--- config.mk ---
export PLATFORM = sky130hd
export DESIGN_NAME = shift_stack
export DESIGN_NICKNAME = d
export VERILOG_FILES = /design/src/rtl/shstk_pkg.sv /design/src/rtl/shstk_ctrl.sv /design/src/rtl/shstk_cell.sv /design/src/rtl/shstk_rdmux.sv /design/src/rtl/shift_stack.sv
export SDC_FILE = /design/constraint.sdc
export NUM_CORES = 1
export LEC_CHECK = 0
export BUFFER_PORTS_ARGS = -buffer_cell sky130_fd_sc_hd__buf_4
export CAP_MARGIN = 0
export CORE_ASPECT_RATIO = 0.75
export CORE_MARGIN = 2
export CORE_UTILIZATION = 54
export CTS_CLUSTER_DIAMETER = 200
export DETAILED_ROUTE_END_ITERATION = 8
export HOLD_SLACK_MARGIN = 0.06
export PLACE_DENSITY = 0.86
export RECOVER_POWER = 50
export SYNTH_ARGS = -nofsm -noshare
export SYNTH_HDL_FRONTEND = slang
export SYNTH_SLANG_ARGS = --single-unit
--- constraint.sdc ---
create_clock -name clk -period 3 [get_ports clk]
set_clock_uncertainty 0.15 [all_clocks]
set_input_delay 0.9 -clock clk [delete_from_list [all_inputs] [get_ports clk]]
set_output_delay 0.9 -clock clk [all_outputs]
set_load 0.05 [all_outputs]
--- src/rtl/shstk_pkg.sv ---
package shstk_pkg;
  typedef enum logic [1:0] {
    SH_HOLD = 2'd0,
    SH_LOAD = 2'd1,
    SH_LIFT = 2'd2
  } shift_op_e;
endpackage

--- src/rtl/shstk_ctrl.sv ---
module shstk_ctrl
  import shstk_pkg::*;
#(
  parameter int DEPTH = 8,
  localparam int CNT_W = $clog2(DEPTH + 1)
) (
  input  logic             clk,
  input  logic             rst_n,
  input  logic             push_valid,
  input  logic             pop_req,
  output logic             push_ready,
  output shift_op_e        op,
  output logic [CNT_W-1:0] count,
  output logic             empty,
  output logic             full,
  output logic             overflow,
  output logic             underflow
);
  localparam logic [CNT_W-1:0] LIMIT = CNT_W'(DEPTH);

  logic push_fire, pop_fire;

  assign empty      = (count == '0);
  assign full       = (count == LIMIT);
  assign push_ready = !full && !pop_req;
  assign push_fire  = push_valid && push_ready;
  assign pop_fire   = pop_req && !empty;

  always_comb begin
    if (push_fire)     op = SH_LOAD;
    else if (pop_fire) op = SH_LIFT;
    else               op = SH_HOLD;
  end

  always_ff @(posedge clk or negedge rst_n) begin
    if (!rst_n) begin
      count     <= '0;
      overflow  <= 1'b0;
      underflow <= 1'b0;
    end else begin
      overflow  <= push_valid && full && !pop_req;
      underflow <= pop_req && empty;
      case (op)
        SH_LOAD: count <= count + 1'b1;
        SH_LIFT: count <= count - 1'b1;
        default: count <= count;
      endcase
    end
  end

  AST_COUNT_RANGE: assert property (@(posedge clk) disable iff (!rst_n)
    count <= LIMIT);
  AST_FULL_BLOCKS: assert property (@(posedge clk) disable iff (!rst_n)
    full |-> !push_ready);
  AST_OVERFLOW_HOLD: assert property (@(posedge clk) disable iff (!rst_n)
    (push_valid && full && !pop_req) |=> (overflow && $stable(count)));
  AST_UNDERFLOW_HOLD: assert property (@(posedge clk) disable iff (!rst_n)
    (pop_req && empty) |=> (underflow && count == '0));
  AST_POP_PRIORITY: assert property (@(posedge clk) disable iff (!rst_n)
    (pop_req && push_valid && !empty) |=> (count == $past(count) - 1'b1));
endmodule

--- src/rtl/shstk_cell.sv ---
module shstk_cell
  import shstk_pkg::*;
#(
  parameter int DATA_W = 16
) (
  input  logic              clk,
  input  logic              rst_n,
  input  shift_op_e         op,
  input  logic [DATA_W-1:0] from_above,
  input  logic [DATA_W-1:0] from_below,
  output logic [DATA_W-1:0] q
);
  always_ff @(posedge clk or negedge rst_n) begin
    if (!rst_n) begin
      q <= '0;
    end else begin
      case (op)
        SH_LOAD: q <= from_above;
        SH_LIFT: q <= from_below;
        default: q <= q;
      endcase
    end
  end

  AST_CELL_HOLD: assert property (@(posedge clk) disable iff (!rst_n)
    (op == SH_HOLD) |=> $stable(q));
endmodule

--- src/rtl/shstk_rdmux.sv ---
module shstk_rdmux #(
  parameter int DATA_W = 16,
  parameter int DEPTH  = 8,
  localparam int IDX_W = (DEPTH > 1) ? $clog2(DEPTH) : 1
) (
  input  logic [DEPTH-1:0][DATA_W-1:0] cells,
  input  logic [IDX_W-1:0]             idx,
  output logic [DATA_W-1:0]            data
);
  always_comb begin
    data = '0;
    for (int i = 0; i < DEPTH; i++) begin
      if (idx == IDX_W'(i)) data = cells[i];
    end
  end
endmodule

--- src/rtl/shift_stack.sv ---
module shift_stack
  import shstk_pkg::*;
#(
  parameter int DATA_W = 16,
  parameter int DEPTH  = 8,
  localparam int IDX_W = (DEPTH > 1) ? $clog2(DEPTH) : 1,
  localparam int CNT_W = $clog2(DEPTH + 1)
) (
  input  logic              clk,
  input  logic              rst_n,
  input  logic              push_valid,
  output logic              push_ready,
  input  logic [DATA_W-1:0] push_data,
  input  logic              pop_req,
  output logic [DATA_W-1:0] top_data,
  input  logic [IDX_W-1:0]  rd_idx,
  output logic [DATA_W-1:0] rd_data,
  output logic [CNT_W-1:0]  count,
  output logic              empty,
  output logic              full,
  output logic              overflow,
  output logic              underflow
);
  shift_op_e                   op;
  logic [DEPTH-1:0][DATA_W-1:0] cells;

  shstk_ctrl #(.DEPTH(DEPTH)) u_ctrl (
    .clk        (clk),
    .rst_n      (rst_n),
    .push_valid (push_valid),
    .pop_req    (pop_req),
    .push_ready (push_ready),
    .op         (op),
    .count      (count),
    .empty      (empty),
    .full       (full),
    .overflow   (overflow),
    .underflow  (underflow)
  );

  for (genvar g = 0; g < DEPTH; g++) begin : g_cell
    logic [DATA_W-1:0] above, below;
    if (g == 0) begin : g_top
      assign above = push_data;
    end else begin : g_mid
      assign above = cells[g-1];
    end
    if (g == DEPTH - 1) begin : g_bot
      assign below = '0;
    end else begin : g_up
      assign below = cells[g+1];
    end
    shstk_cell #(.DATA_W(DATA_W)) u_cell (
      .clk        (clk),
      .rst_n      (rst_n),
      .op         (op),
      .from_above (above),
      .from_below (below),
      .q          (cells[g])
    );
  end

  shstk_rdmux #(.DATA_W(DATA_W), .DEPTH(DEPTH)) u_rdmux (
    .cells (cells),
    .idx   (rd_idx),
    .data  (rd_data)
  );

  assign top_data = cells[0];

  AST_PUSH_TOP: assert property (@(posedge clk) disable iff (!rst_n)
    (push_valid && push_ready) |=> (top_data == $past(push_data)));
  AST_PUSH_DEEPER: assert property (@(posedge clk) disable iff (!rst_n)
    (push_valid && push_ready) |=> (cells[DEPTH-1] == $past(cells[DEPTH-2])));
  AST_POP_LIFT: assert property (@(posedge clk) disable iff (!rst_n)
    (pop_req && !empty) |=> (top_data == $past(cells[1])));
  AST_VACATED_ZERO: assert property (@(posedge clk) disable iff (!rst_n)
    (pop_req && !empty) |=> (cells[DEPTH-1] == '0));
  AST_EMPTY_TOP_ZERO: assert property (@(posedge clk) disable iff (!rst_n)
    empty |-> (top_data == '0));
endmodule

==> metrics.yaml, run 1 <==
grt_usage_pct: 27.4
critPathKind: "input pin to output port"
io-pin-count: 64
areaGrowthSynthToFinish_pct: 27.2
place_inst: 929
critPathMaxFanout: 7
worstPathRequired_ps: 1950
grt_max_degree: 124
clk_pin_slew_ps: 60
hp-class: "flip-flop to flip-flop"
cellLeakagePower_nw: 4.34
htreeDepth: 4
cts-buffers-inserted: 17
synth_edf_count: 0
fillCellCount: 837
cts_sinks: 134
critPathLaunchType: "input pin"
synth_async_sr_flop_share_pct: 100
setup_slack_ps: -161
hold_slack_ps: 379
antenna_cells: 0
vias_per_cell: 6.27
chipHeight_microns: 102
setup_violations: 16
grt_pass1_wl_microns: 29500
core_area_sq_um: 12300
hold_viol_final: 0
clock_latency_ps: 410
power_density_nw_per_um2: 982
crit_arrival_ps: 2110
synth.net_count: 754
portBuffers: 63
clock_path_buffers: 2
synth-seq-cells: 134
via_count: 6127
maxCapViolCount: 2
synth_cells: 728
critPathMaxStageDelay_ps: 520
wl_per_cell_microns: 19.1
place_hpwl_microns: 10600
grt_setup_unrepaired: "true"
status: "complete, but fails checks"
drive_above_1_share_pct: 24.8
drtIter0Drc: 657
die-area_sq_um: 13700
grt_overflow: 0
synth_cell_type_count: 36
cts-root-buf: "clkbuf_16"
worst_path_max_delay_cell: "mux4_2"
tightest_slew_ps: 1870
fin_nets: 824
post-place-ws_ps: -375
placed_area_sq_um: 7800
fmax_ghz: 0.316
cts_tree: "built"
synth_area_per_cell_sq_um: 9.46
antenna_found_initial: 0
drt-total-wl_microns: 18600
hold_buffers: 0
initial_core_util_pct: 55.8
drtPass1Iterations: 6
slew_viol_final: 136
period_share_pct: 105
violations: "max-capacitance violations, max-slew violations, negative setup slack"
synth_warnings: 0
finish.instance_area_sq_um: 8760
period_needed_ps: 3160
rows: 35
ys_seq_area_share_pct: 48.7
die_w_microns: 134
ys.flop_type: "dfrtp_1"
fin_cells: 977
max_slew_margin_pct: -24.6
path_common_cell: "buf_12"
peakVddDrop_mv: 0.718
grt_pass1_vias: 5974
cp-end-kind: "output port"
ant_nets: 0
netlist_area_sq_um: 6890
routabilityCongestion: 0.821
crit_chain: "buf_16 > buf_12 > buf_12 > mux4_2 > nor2b_4 > a21oi_4 > buf_6"
drc_errors: 0
finalPower_mw: 8.60
cell type report:
class                           instances  area, sq um  share of cell area [%]
Inverter                                5         20.0                   0.229
Clock inverter                         15          179                    2.04
Multi-Input combinational cell        528         3440                    39.3
Sequential cell                       134         3350                    38.3
Tap cell                              166          208                    2.37
Clock buffer                           17          425                    4.86
Timing Repair Buffer                  112         1130                    13.0
power breakdown:
part | total (mW) | switching [mW] | internal, mW
combinational | 3.15 | 1.91 | 1.24
clock | 2.14 | 0.827 | 1.31
sequential | 3.32 | 0.843 | 2.47
cell families (layout without fill, tap and decap cells):
logic type	count (synthesis)	count (layout)	share of synthesized area, %
AO/OA/AOI/OAI	195	195	20.2
XOR/XNOR	3	3	0.382
AND/OR/NAND/NOR	290	290	16.7
adder cells (fa/ha/maj)	3	3	0.654
multiplexers	37	37	8.36
flip-flops	134	134	48.7
buffers and inverters	66	149	5.00
stage by stage:
stage / TNS, ps / utilization (%)
floorplan: -899 / -
global placement: -4690 / 63.2
detailed placement: -5090 / 63.2
CTS: -1370 / 70.2
global route: -2170 / 70.9
finish: -1670 / 70.9
placed cells by master, fill, tap and decap left out, types with 4 or more instances in the layout:
master	count
a21o_1	9
a21oi_1	19
a21oi_4	8
a22o_1	16
a22oi_1	103
buf_12	9
buf_4	69
buf_6	16
buf_8	6
clkbuf_16	19
clkinv_2	4
clkinvlp_4	4
dfrtp_1	134
mux2_4	4
mux2i_1	16
mux4_2	16
nand2_1	244
nor2_1	25
nor2b_4	8
o21ai_1	11
o21ai_2	6
o2bb2ai_1	7
worst paths after layout:
kind,start,cells past startpoint,end,slack (ps)
worst max-delay path,rd_idx[0],7,rd_data[1],-160
worst min-delay path,g_cell[6].u_cell.q[8]$_DFFE_PN0P_,2,g_cell[6].u_cell.q[8]$_DFFE_PN0P_,380
worst max register to register,u_ctrl.count[0]$_DFFE_PN0P_,6,g_cell[4].u_cell.q[1]$_DFFE_PN0P_,260
worst min register to register,g_cell[6].u_cell.q[8]$_DFFE_PN0P_,2,g_cell[6].u_cell.q[8]$_DFFE_PN0P_,380
max in group asynchronous,rst_n,2,g_cell[0].u_cell.q[1]$_DFFE_PN0P_,610
min in group asynchronous,rst_n,2,g_cell[0].u_cell.q[9]$_DFFE_PN0P_,870
routing by layer:
| layer | share of wire [%] | up-vias | global-route usage, % |
|---|---|---|---|
| li1 | - | 2719 | - |
| met1 | 38 | 3080 | 34.0 |
| met2 | 52 | 280 | 46.5 |
| met3 | 6.8 | 48 | 6.31 |
| met4 | 3.2 | 0 | 12.1 |
| met5 | 0 | - | 0 |
critical path, delay by kind of cell:
family,cells,cell delay [ps]
AOI/OAI and AO/OA,1,50
buffers and inverters,4,470
muxes,1,520
and+or+nand+nor,1,150
sequential cells by signal (all words and copies together), names as in the netlist:
signal            cells
g_cell.u_cell.q     128
u_ctrl.underflow      1
u_ctrl.count          4
u_ctrl.overflow       1
synth_stat cells (2+ instances only):
cell       count  share of area, %
nand2_1      244                13
dfrtp_1      134                49
a22oi_1      103                11
a21oi_1       29               2.1
buf_2         26               1.9
clkbuf_1      26               1.4
nor2_1        25               1.4
o21ai_0       19               1.4
mux2i_1       17               2.5
a22o_1        16               2.0
mux4_2        16               5.2
nor2b_1       12               1.1
a21o_1         9              0.98
buf_6          8               1.3
o2bb2ai_1      8               1.0
and2_1         4              0.36
mux2_2         4              0.65
a221o_1        3              0.44
inv_1          3              0.16
o22a_1         3              0.38
ha_1           2              0.36
nand2b_1       2              0.18
xnor2_1        2              0.25
timing repair:
action	in CTS	in global routing
setup endpoints to repair	16	16
buffers inserted	6	6
gates resized for setup	53	19
cloned	2	2
pin swaps	6	9
Power figures use the tool's default switching activity.
==> run 2, diff against run 1 <==
CORE_UTILIZATION = 64   (was 54)
CTS_CLUSTER_DIAMETER = 150   (was 200)
PLACE_DENSITY = 0.95   (was 0.86)
clock period = 3.9 ns   (was 3 ns; I/O delays follow)
==> run 2 against run 1 <==
The run now ends clean; global-route usage grew 7.3 points; die area down 15%; via count increased by 1.9%; register-to-register slack better by 590 ps; sequential power decreased by 22%; total power decreased by 21%; routed wire length up 6.6%; non-clock buffer count fell by 28; setup slack gained 160 ps; critical path type unchanged; critical endpoint is now rd_data[10]; largest cell class is now sequential cells.
==> metrics.yaml, run 2 (synthesis gave the netlist of run 1 again) <==
clock_latency_ps: 420
grt_overflow: 0
largest_reg_flops: 128
cp-end-kind: "output port"
holdPathStages: 1
drc_errors: 0
ant_nets: 0
critPathLaunchType: "input pin"
clk_pin_slew_ps: 60
wl_per_cell_microns: 21.6
critPathKind: "input pin to output port"
drtPass1Iterations: 6
hold_slack_ps: 381
final_cell_mix: "nand2_1, dfrtp_1, a22oi_1"
hold_viol_final: 0
antenna_found_initial: 0
power_density_nw_per_um2: 821
cts_tree: "built"
via_count: 6241
hp-class: "flip-flop to flip-flop"
grt_max_degree: 130
worstPathRequired_ps: 2580
core_area_sq_um: 10400
placed_area_sq_um: 7530
crit_arrival_ps: 2580
fin_nets: 796
postLayoutCoreUtil_pct: 80.3
period_needed_ps: 3900
place_hpwl_microns: 10500
die_w_microns: 124
status: "finished clean"
largestRegisters: "g_cell.u_cell.q x128, u_ctrl.count x4"
fmax_ghz: 0.257
portBuffers: 63
finish.instance_area_sq_um: 8330
clock_path_buffers: 2
cts_sinks: 134
io-pin-count: 64
critPathMaxFanout: 7
use_met2_pct: 56.0
areaGrowthSynthToFinish_pct: 20.9
cellLeakagePower_nw: 4.14
maxCapViolCount: 0
initial_core_util_pct: 66.4
cts-root-buf: "clkbuf_16"
grt_usage_pct: 34.7
rows: 32
max_slew_margin_pct: 1.58
drt-total-wl_microns: 19900
die-area_sq_um: 11600
rr_worst_depth: 6
htreeDepth: 4
grt_pass1_vias: 6074
grt_pass1_wl_microns: 30700
cts-buffers-inserted: 17
grtUsageMet1_pct: 43.4
setup_violations: 0
drtIter0Drc: 979
mostFrequentLayoutCell: "nand2_1"
slew_viol_final: 0
drive_above_1_share_pct: 19.9
setup_slack_ps: 2.47
peakVddDrop_mv: 0.670
largest-register: "g_cell.u_cell.q"
routabilityCongestion: 0.791
tightest_slew_ps: 1480
grt_most_used_layer: "met2"
grtUsageMet3_pct: 7.89
vias_per_cell: 6.80
period_share_pct: 99.9
chipHeight_microns: 93.8
grt_setup_unrepaired: "true"
antenna_cells: 0
post-place-ws_ps: -45.1
-- run 2: cell types whose count changed in the layout (fill, tap and decap cells not counted), moves of 4 or more --
cell / change
buf_12: -4
mux2_4: -4
mux2_2: +4
o21ai_2: -6
o21ai_0: +13
buf_8: -4
o21ai_1: -7
buf_4: -5
buf_6: -9
bufinv_16: +4
-- run 2: path summary, 6_finish.rpt --
| check | startpoint | to | slack, ps |
|---|---|---|---|
| max | rd_idx[0] | rd_data[10] | 2 |
| min | g_cell[7].u_cell.q[1]$_DFFE_PN0P_ | g_cell[7].u_cell.q[1]$_DFFE_PN0P_ | 380 |
| max reg2reg | u_ctrl.count[0]$_DFFE_PN0P_ | g_cell[2].u_cell.q[2]$_DFFE_PN0P_ | 850 |
| min reg2reg | g_cell[7].u_cell.q[1]$_DFFE_PN0P_ | g_cell[7].u_cell.q[1]$_DFFE_PN0P_ | 380 |
| max in group asynchronous | rst_n | g_cell[3].u_cell.q[4]$_DFFE_PN0P_ | 1500 |
| min in group asynchronous | rst_n | g_cell[1].u_cell.q[6]$_DFFE_PN0P_ | 900 |
-- run 2: worst max-delay path, stage by stage --
cell	delay (ps)
buf_8	80
buf_8	120
buf_12	150
buf_12	140
mux4_2	550
nor2b_4	160
a21oi_4	40
buf_6	160
-- run 2: through the flow --
step / total power, mW / setup TNS, ps / cells
finish: 6.83 / 0 / 918
global route: 7.12 / -64.3 / 918
CTS: 6.72 / 0 / 915
detailed placement: 4.76 / -215 / 884
global placement: 4.61 / -47.9 / 884
floorplan: 4.05 / 0 / 728
-- run 2: cell type report --
class	count	area, sq um
Sequential cell	134	3350
Tap cell	136	170
Fill cell	559	2040
Multi-Input combinational cell	528	3350
Clock inverter	13	253
Timing Repair Buffer	84	737
Inverter	5	20.0
Clock buffer	18	439
-- run 2: layer usage --
metal	part of all wire [%]	up-vias	wire length [microns]
li1	-	2649	-
met1	36	3018	7170
met2	50	473	9930
met3	9.5	101	1890
met4	4.4	0	883
met5	0	-	0
-- run 2: what timing repair did --
item                                    4_1_cts  5_1_grt
gates resized for setup                       5       27
endpoints found under the setup margin        9       11
gates cloned                                  0        1
setup buffers                                 0        2
hold buffers                                  0        0
-- run 2: power breakdown --
| group | switching (mW) | total (mW) | leakage [nW] | internal [mW] |
|---|---|---|---|---|
| logic | 1.48 | 2.33 | 2.02 | 0.851 |
| registers | 0.690 | 2.59 | 1.79 | 1.90 |
| clock network | 0.631 | 1.91 | 0.332 | 1.28 |
| total | 2.80 | 6.83 | 4.14 | 4.03 |
